==> config.mk <==
export PLATFORM = sky130hd
export DESIGN_NAME = bus_rr_arbiter
export DESIGN_NICKNAME = d
export VERILOG_FILES = /design/src/rtl/bus_arb_pkg.sv /design/src/rtl/bus_arb_idle_mon.sv /design/src/rtl/bus_arb_rr_pick.sv /design/src/rtl/bus_arb_owner_ctl.sv /design/src/rtl/bus_rr_arbiter.sv
export SDC_FILE = /design/constraint.sdc
export NUM_CORES = 1
export LEC_CHECK = 0
export BUFFER_PORTS_ARGS = -buffer_cell sky130_fd_sc_hd__buf_2
export CORE_AREA = 2 2 39 41
export CTS_CLUSTER_SIZE = 40
export DETAILED_ROUTE_END_ITERATION = 7
export DIE_AREA = 0 0 41 43
export GPL_ROUTABILITY_DRIVEN = 0
export PLACE_DENSITY = 0.65
export SYNTH_ARGS = -nofsm -noshare
export SYNTH_HDL_FRONTEND = slang
export SYNTH_SLANG_ARGS = --single-unit
==> constraint.sdc <==
create_clock -name clk -period 4.5 [get_ports clk]
set_input_delay 0.225 -clock clk [delete_from_list [all_inputs] [get_ports clk]]
set_output_delay 0.225 -clock clk [all_outputs]
set_load 0.1 [all_outputs]
==> src/rtl/bus_arb_pkg.sv <==
package bus_arb_pkg;
  // Action chosen for the ownership register in a given cycle.
  typedef enum logic [1:0] {
    ACT_HOLD  = 2'd0,
    ACT_DROP  = 2'd1,
    ACT_GRANT = 2'd2
  } own_act_e;
endpackage

==> src/rtl/bus_arb_idle_mon.sv <==
module bus_arb_idle_mon (
  input  logic frame_n,
  input  logic irdy_n,
  output logic bus_idle,
  output logic frame_seen
);
  // Idle means neither strobe is driven. A low frame marks a started transfer.
  assign bus_idle   = frame_n & irdy_n;
  assign frame_seen = ~frame_n;
endmodule

==> src/rtl/bus_arb_rr_pick.sv <==
module bus_arb_rr_pick #(
  parameter int N_AGENTS = 4,
  localparam int IW = (N_AGENTS > 1) ? $clog2(N_AGENTS) : 1
) (
  input  logic [N_AGENTS-1:0] req,
  input  logic [IW-1:0]       last_idx,
  output logic                found,
  output logic [IW-1:0]       pick_idx
);
  // Scan starting one past the last served index, wrapping to 0.
  always_comb begin
    found    = 1'b0;
    pick_idx = '0;
    for (int k = 1; k <= N_AGENTS; k++) begin
      int pos;
      pos = int'(last_idx) + k;
      if (pos >= N_AGENTS) pos = pos - N_AGENTS;
      if (!found && req[pos]) begin
        found    = 1'b1;
        pick_idx = IW'(pos);
      end
    end
  end
endmodule

==> src/rtl/bus_arb_owner_ctl.sv <==
module bus_arb_owner_ctl
  import bus_arb_pkg::*;
#(
  parameter int N_AGENTS     = 4,
  parameter int NOPARK_IDX   = 3,
  parameter int DEFAULT_PARK = 0,
  localparam int IW = (N_AGENTS > 1) ? $clog2(N_AGENTS) : 1,
  localparam bit DEF_OK = (DEFAULT_PARK >= 0) && (DEFAULT_PARK < N_AGENTS)
                          && (DEFAULT_PARK != NOPARK_IDX)
) (
  input  logic                clk,
  input  logic                rst_n,
  input  logic [N_AGENTS-1:0] req,
  input  logic                bus_idle,
  input  logic                frame_seen,
  input  logic                pick_found,
  input  logic [IW-1:0]       pick_idx,
  output logic [IW-1:0]       last_idx,
  output logic [N_AGENTS-1:0] grant
);
  logic          valid_q;
  logic [IW-1:0] owner_q;
  logic [IW-1:0] last_q;
  logic          used_q;

  logic [N_AGENTS-1:0] own_bit;
  logic [N_AGENTS-1:0] others;
  logic                own_req;
  logic                barred;
  own_act_e            act;
  logic [IW-1:0]       nxt_idx;
  logic                from_req;

  assign own_bit = valid_q ? (N_AGENTS'(1) << owner_q) : '0;
  assign others  = req & ~own_bit;
  assign own_req = |(req & own_bit);
  assign barred  = (int'(owner_q) == NOPARK_IDX);

  always_comb begin
    act      = ACT_HOLD;
    nxt_idx  = owner_q;
    from_req = 1'b0;
    if (bus_idle) begin
      if (valid_q) begin
        if ((|others) && (used_q || !own_req)) begin
          act = ACT_DROP;
        end else if (barred && !own_req) begin
          act = ACT_DROP;
        end
      end else if (pick_found) begin
        act      = ACT_GRANT;
        nxt_idx  = pick_idx;
        from_req = 1'b1;
      end else if (DEF_OK) begin
        act     = ACT_GRANT;
        nxt_idx = IW'(DEF_OK ? DEFAULT_PARK : 0);
      end
    end
  end

  always_ff @(posedge clk or negedge rst_n) begin
    if (!rst_n) begin
      valid_q <= 1'b0;
      owner_q <= '0;
      last_q  <= IW'(N_AGENTS - 1);
      used_q  <= 1'b0;
    end else begin
      case (act)
        ACT_DROP: begin
          valid_q <= 1'b0;
          used_q  <= 1'b0;
        end
        ACT_GRANT: begin
          valid_q <= 1'b1;
          owner_q <= nxt_idx;
          used_q  <= 1'b0;
          if (from_req) last_q <= nxt_idx;
        end
        default: begin
          if (valid_q && frame_seen) used_q <= 1'b1;
        end
      endcase
    end
  end

  assign last_idx = last_q;

  for (genvar gi = 0; gi < N_AGENTS; gi++) begin : g_grant
    assign grant[gi] = valid_q && (int'(owner_q) == gi);
  end
endmodule

==> src/rtl/bus_rr_arbiter.sv <==
module bus_rr_arbiter #(
  parameter int N_AGENTS     = 4,
  parameter int NOPARK_IDX   = 3,
  parameter int DEFAULT_PARK = 0
) (
  input  logic                clk,
  input  logic                rst_n,
  input  logic [N_AGENTS-1:0] req_n,
  input  logic                frame_n,
  input  logic                irdy_n,
  output logic [N_AGENTS-1:0] gnt_n
);
  localparam int IW = (N_AGENTS > 1) ? $clog2(N_AGENTS) : 1;

  logic [N_AGENTS-1:0] req;
  logic [N_AGENTS-1:0] grant;
  logic                bus_idle;
  logic                frame_seen;
  logic                pick_found;
  logic [IW-1:0]       pick_idx;
  logic [IW-1:0]       last_idx;

  assign req   = ~req_n;
  assign gnt_n = ~grant;

  bus_arb_idle_mon u_idle (
    .frame_n    (frame_n),
    .irdy_n     (irdy_n),
    .bus_idle   (bus_idle),
    .frame_seen (frame_seen)
  );

  bus_arb_rr_pick #(.N_AGENTS(N_AGENTS)) u_pick (
    .req      (req),
    .last_idx (last_idx),
    .found    (pick_found),
    .pick_idx (pick_idx)
  );

  bus_arb_owner_ctl #(
    .N_AGENTS     (N_AGENTS),
    .NOPARK_IDX   (NOPARK_IDX),
    .DEFAULT_PARK (DEFAULT_PARK)
  ) u_ctl (
    .clk        (clk),
    .rst_n      (rst_n),
    .req        (req),
    .bus_idle   (bus_idle),
    .frame_seen (frame_seen),
    .pick_found (pick_found),
    .pick_idx   (pick_idx),
    .last_idx   (last_idx),
    .grant      (grant)
  );
endmodule

==> run_results.csv <==
group,metric,value,unit
clock_tree,cts_buffers,3,
floorplanning,rows,14,
sta,clock_skew,0.002516,ns
clock_tree,cts_setup_buffers,0,
clock_tree,clk_latency,0.24,ns
clock_tree,htreeDepth,1,
sta,rsz0062_at_grt,"no",
sta,worst_slew_margin_rel,67.84,%
clock_tree,hold_buffers,1,
clock_tree,cts_resized,0,
route,drt_pre_antenna_iters,3,
grt,antenna_found_initial,0,
power,power_density,584.4,mW/mm2
route,wl_per_cell,11.24,um
layout,multi_input_area,341.6,um2
sta,setup_viol,0,
floorplanning,ios,12,
worst_setup_path,rrSetupSlack,2.36,ns
route,drtAntennaViolNets,0,
layout,fill_cells,153,
route,totalWireLength,1012,um
synthesis,syn_nets,72,
layout,final_cell_area,624.3,um2
route,vias,500,
clock_tree,cts_root_buffer,"clkbuf_4",
worst_setup_path,crit_path_start_kind,"flop",
sta,min_period,2.137,ns
clock_tree,cts_max_path_buffers,2,
worst_setup_path,crit_fanout,9,
worst_setup_path,crit_type,"reg -> reg",
clock_tree,cts_tree,"yes",
power,p_leak,0.2585,nW
worst_setup_path,crit_family,"multiplexers",
route,drc,0,
synthesis,postSynthAreaPerCell,8.678,um2
worst_setup_path,cp_slowest_cell,"mux4_2",
place,place_area,588.1,um2
sta,finalHoldViolCount,0,
floorplanning,core,0.001384,mm2
grt,grt_overflow,0,
layout,area.sequential,152.6,um2
worst_setup_path,crit_chain,"mux4_2 > inv_1 > a32oi_1 > o2111ai_1 > ha_1 > o211ai_1 > mux2_1",
sta,setup-tns-final,0,ns
synthesis,yosysWarnings,0,
clock_tree,cts.clk_slew.worst_paths,0.04,ns
synthesis,ys_types,28,
floorplanning,die_x,41,um
worst_setup_path,max_stage_delay,0.55,ns
synthesis,netlist_instances,62,
run_status,status,"completed",
worst_setup_path,end_kind,"flop",
sta,slew_viol_final,0,
grt,grt_max_degree,12,
layout,nNetsFinal,85,
floorplanning,die_area,0.001763,mm2
worst_setup_path,crit_required,4.66,ns
power,ir_drop,0.0001857,V
floorplanning,dieHeight,43,um
synthesis,synth_area,538.0,um2
synthesis,synth_seq_area_share,28.37,%
layout,drive_above_1_share,27.03,%
worst_setup_path,arrival,2.30,ns
route,viasPerCell,5.556,
route,drt_iter0_markers,6,
layout,postLayoutCoreUtil,45.12,%
worst_setup_path,path_buf_inv,1,
layout,n_antenna_cell,0,
synthesis,synth_seq_cells,6,
place,post-dp-hpwl,787.9,um
grt,grt_pass1_vias,416,
sta,fmax,468.0,MHz
clock_tree,clock-sinks,6,
place,port_buffers,11,
sta,whs,0.3314,ns
sta,worst_pin_slew,0.4858,ns
grt,grt.total_usage,13.50,%
min_path,hold_class,"in -> async",
job,drv_cap,0,
floorplanning,initial_utilization,38.88,%
grt,grt_pass1_wl,1621,um
layout,area_growth,16.05,%
sta,final.period_utilization,47.48,%
final timing paths:
| kind | start | end | depth (start not counted) |
|---|---|---|---|
| max reg2reg | u_ctl.owner_q[1]$_DFFE_PN0N_ | u_ctl.last_idx[1]$_DFFE_PN1P_ | 7 |
| min in group clk | frame_n | u_ctl.used_q$_DFFE_PN0P_ | 4 |
| min | rst_n | u_ctl.owner_q[0]$_DFFE_PN0N_ | 2 |
| max in group asynchronous | rst_n | u_ctl.last_idx[1]$_DFFE_PN1P_ | 2 |
| min reg2reg | u_ctl.last_idx[0]$_DFFE_PN1P_ | u_ctl.last_idx[0]$_DFFE_PN1P_ | 2 |
| max | u_ctl.owner_q[1]$_DFFE_PN0N_ | u_ctl.last_idx[1]$_DFFE_PN1P_ | 7 |
sequential cells by signal, summed over array words and instances, names as in the netlist:
signal,count
u_ctl.valid_q,1
u_ctl.used_q,1
u_ctl.last_idx,2
u_ctl.owner_q,2
worst register-to-register path: stages, from the launching register on:
cell,delay [ns]
dfrtp_1,0.52
mux4_2,0.55
inv_1,0.07
a32oi_1,0.07
o2111ai_1,0.21
ha_1,0.19
o211ai_1,0.13
mux2_1,0.33
metrics by stage:
stage	power, W	cells	setup slack, ns
finish	0.0003648	90	2.363
global route	0.0003968	90	2.147
CTS	0.0003700	90	2.341
global placement	0.0003141	85	2.356
detailed placement	0.0003139	85	2.356
floorplan	0.0002906	62	2.574
layout by cell type, fill, tap and decap left out, drive strengths merged, types with 3 or more instances in the layout:
cell	count
nand3b	3
o21ai	9
dfrtp	4
mux2i	3
buf	11
nand2	7
inv	5
mux2	4
clkbuf	4
report_power, final:
part | switching (W) | internal [W]
registers | 0.0000468 | 0.0000874
logic | 0.000109 | 0.0000702
clock network | 0.0000181 | 0.0000335
total | 0.000174 | 0.000191
synthesized netlist by cell type:
cell	count	share of area [%]
or2_2	1	1.2
mux4_2	1	4.2
dfstp_2	2	9.8
mux2_2	2	4.2
a21oi_1	1	0.93
buf_2	2	1.9
o22ai_1	1	1.2
a32o_1	1	1.9
nor2_1	2	1.4
nand2_1	7	4.9
buf_6	1	2.1
ha_1	2	4.7
o2111ai_1	2	3.3
nand3b_1	3	4.2
clkbuf_1	1	0.70
a32oi_1	2	3.3
o211ai_1	2	2.8
and3b_1	1	1.6
o21ai_1	3	2.8
mux2i_1	3	5.6
o21bai_1	1	1.4
nand2b_1	1	1.2
inv_1	5	3.5
dfrtp_1	4	19
o21ai_0	6	5.6
mux2_1	2	4.2
nand3_1	1	0.93
or3_1	2	2.3
area by class of cell:
class | instances | area share (%)
inverters | 5 | 3.006
flip-flops and latches | 6 | 24.45
well taps | 16 | 3.206
multi-input cells | 47 | 54.71
repair buffers | 12 | 10.42
clock buffers | 4 | 4.208
metal layers:
layer	global-route usage [%]	wire length (um)	vias to the layer above	share of wire, %
li1	-	-	258	-
met1	16.67	470	236	46
met2	20.31	502	6	50
met3	3.141	39	0	3.9
met4	8.000	0	0	0
met5	0	0	-	0
kinds of logic after synthesis:
logic type	share of synthesized area (%)
flops	28.37
buf+inv	8.139
mux	18.14
fa+ha+maj	4.650
simple gates	17.68
compound gates	23.02
No activity file was read; power rests on OpenSTA's default activity.
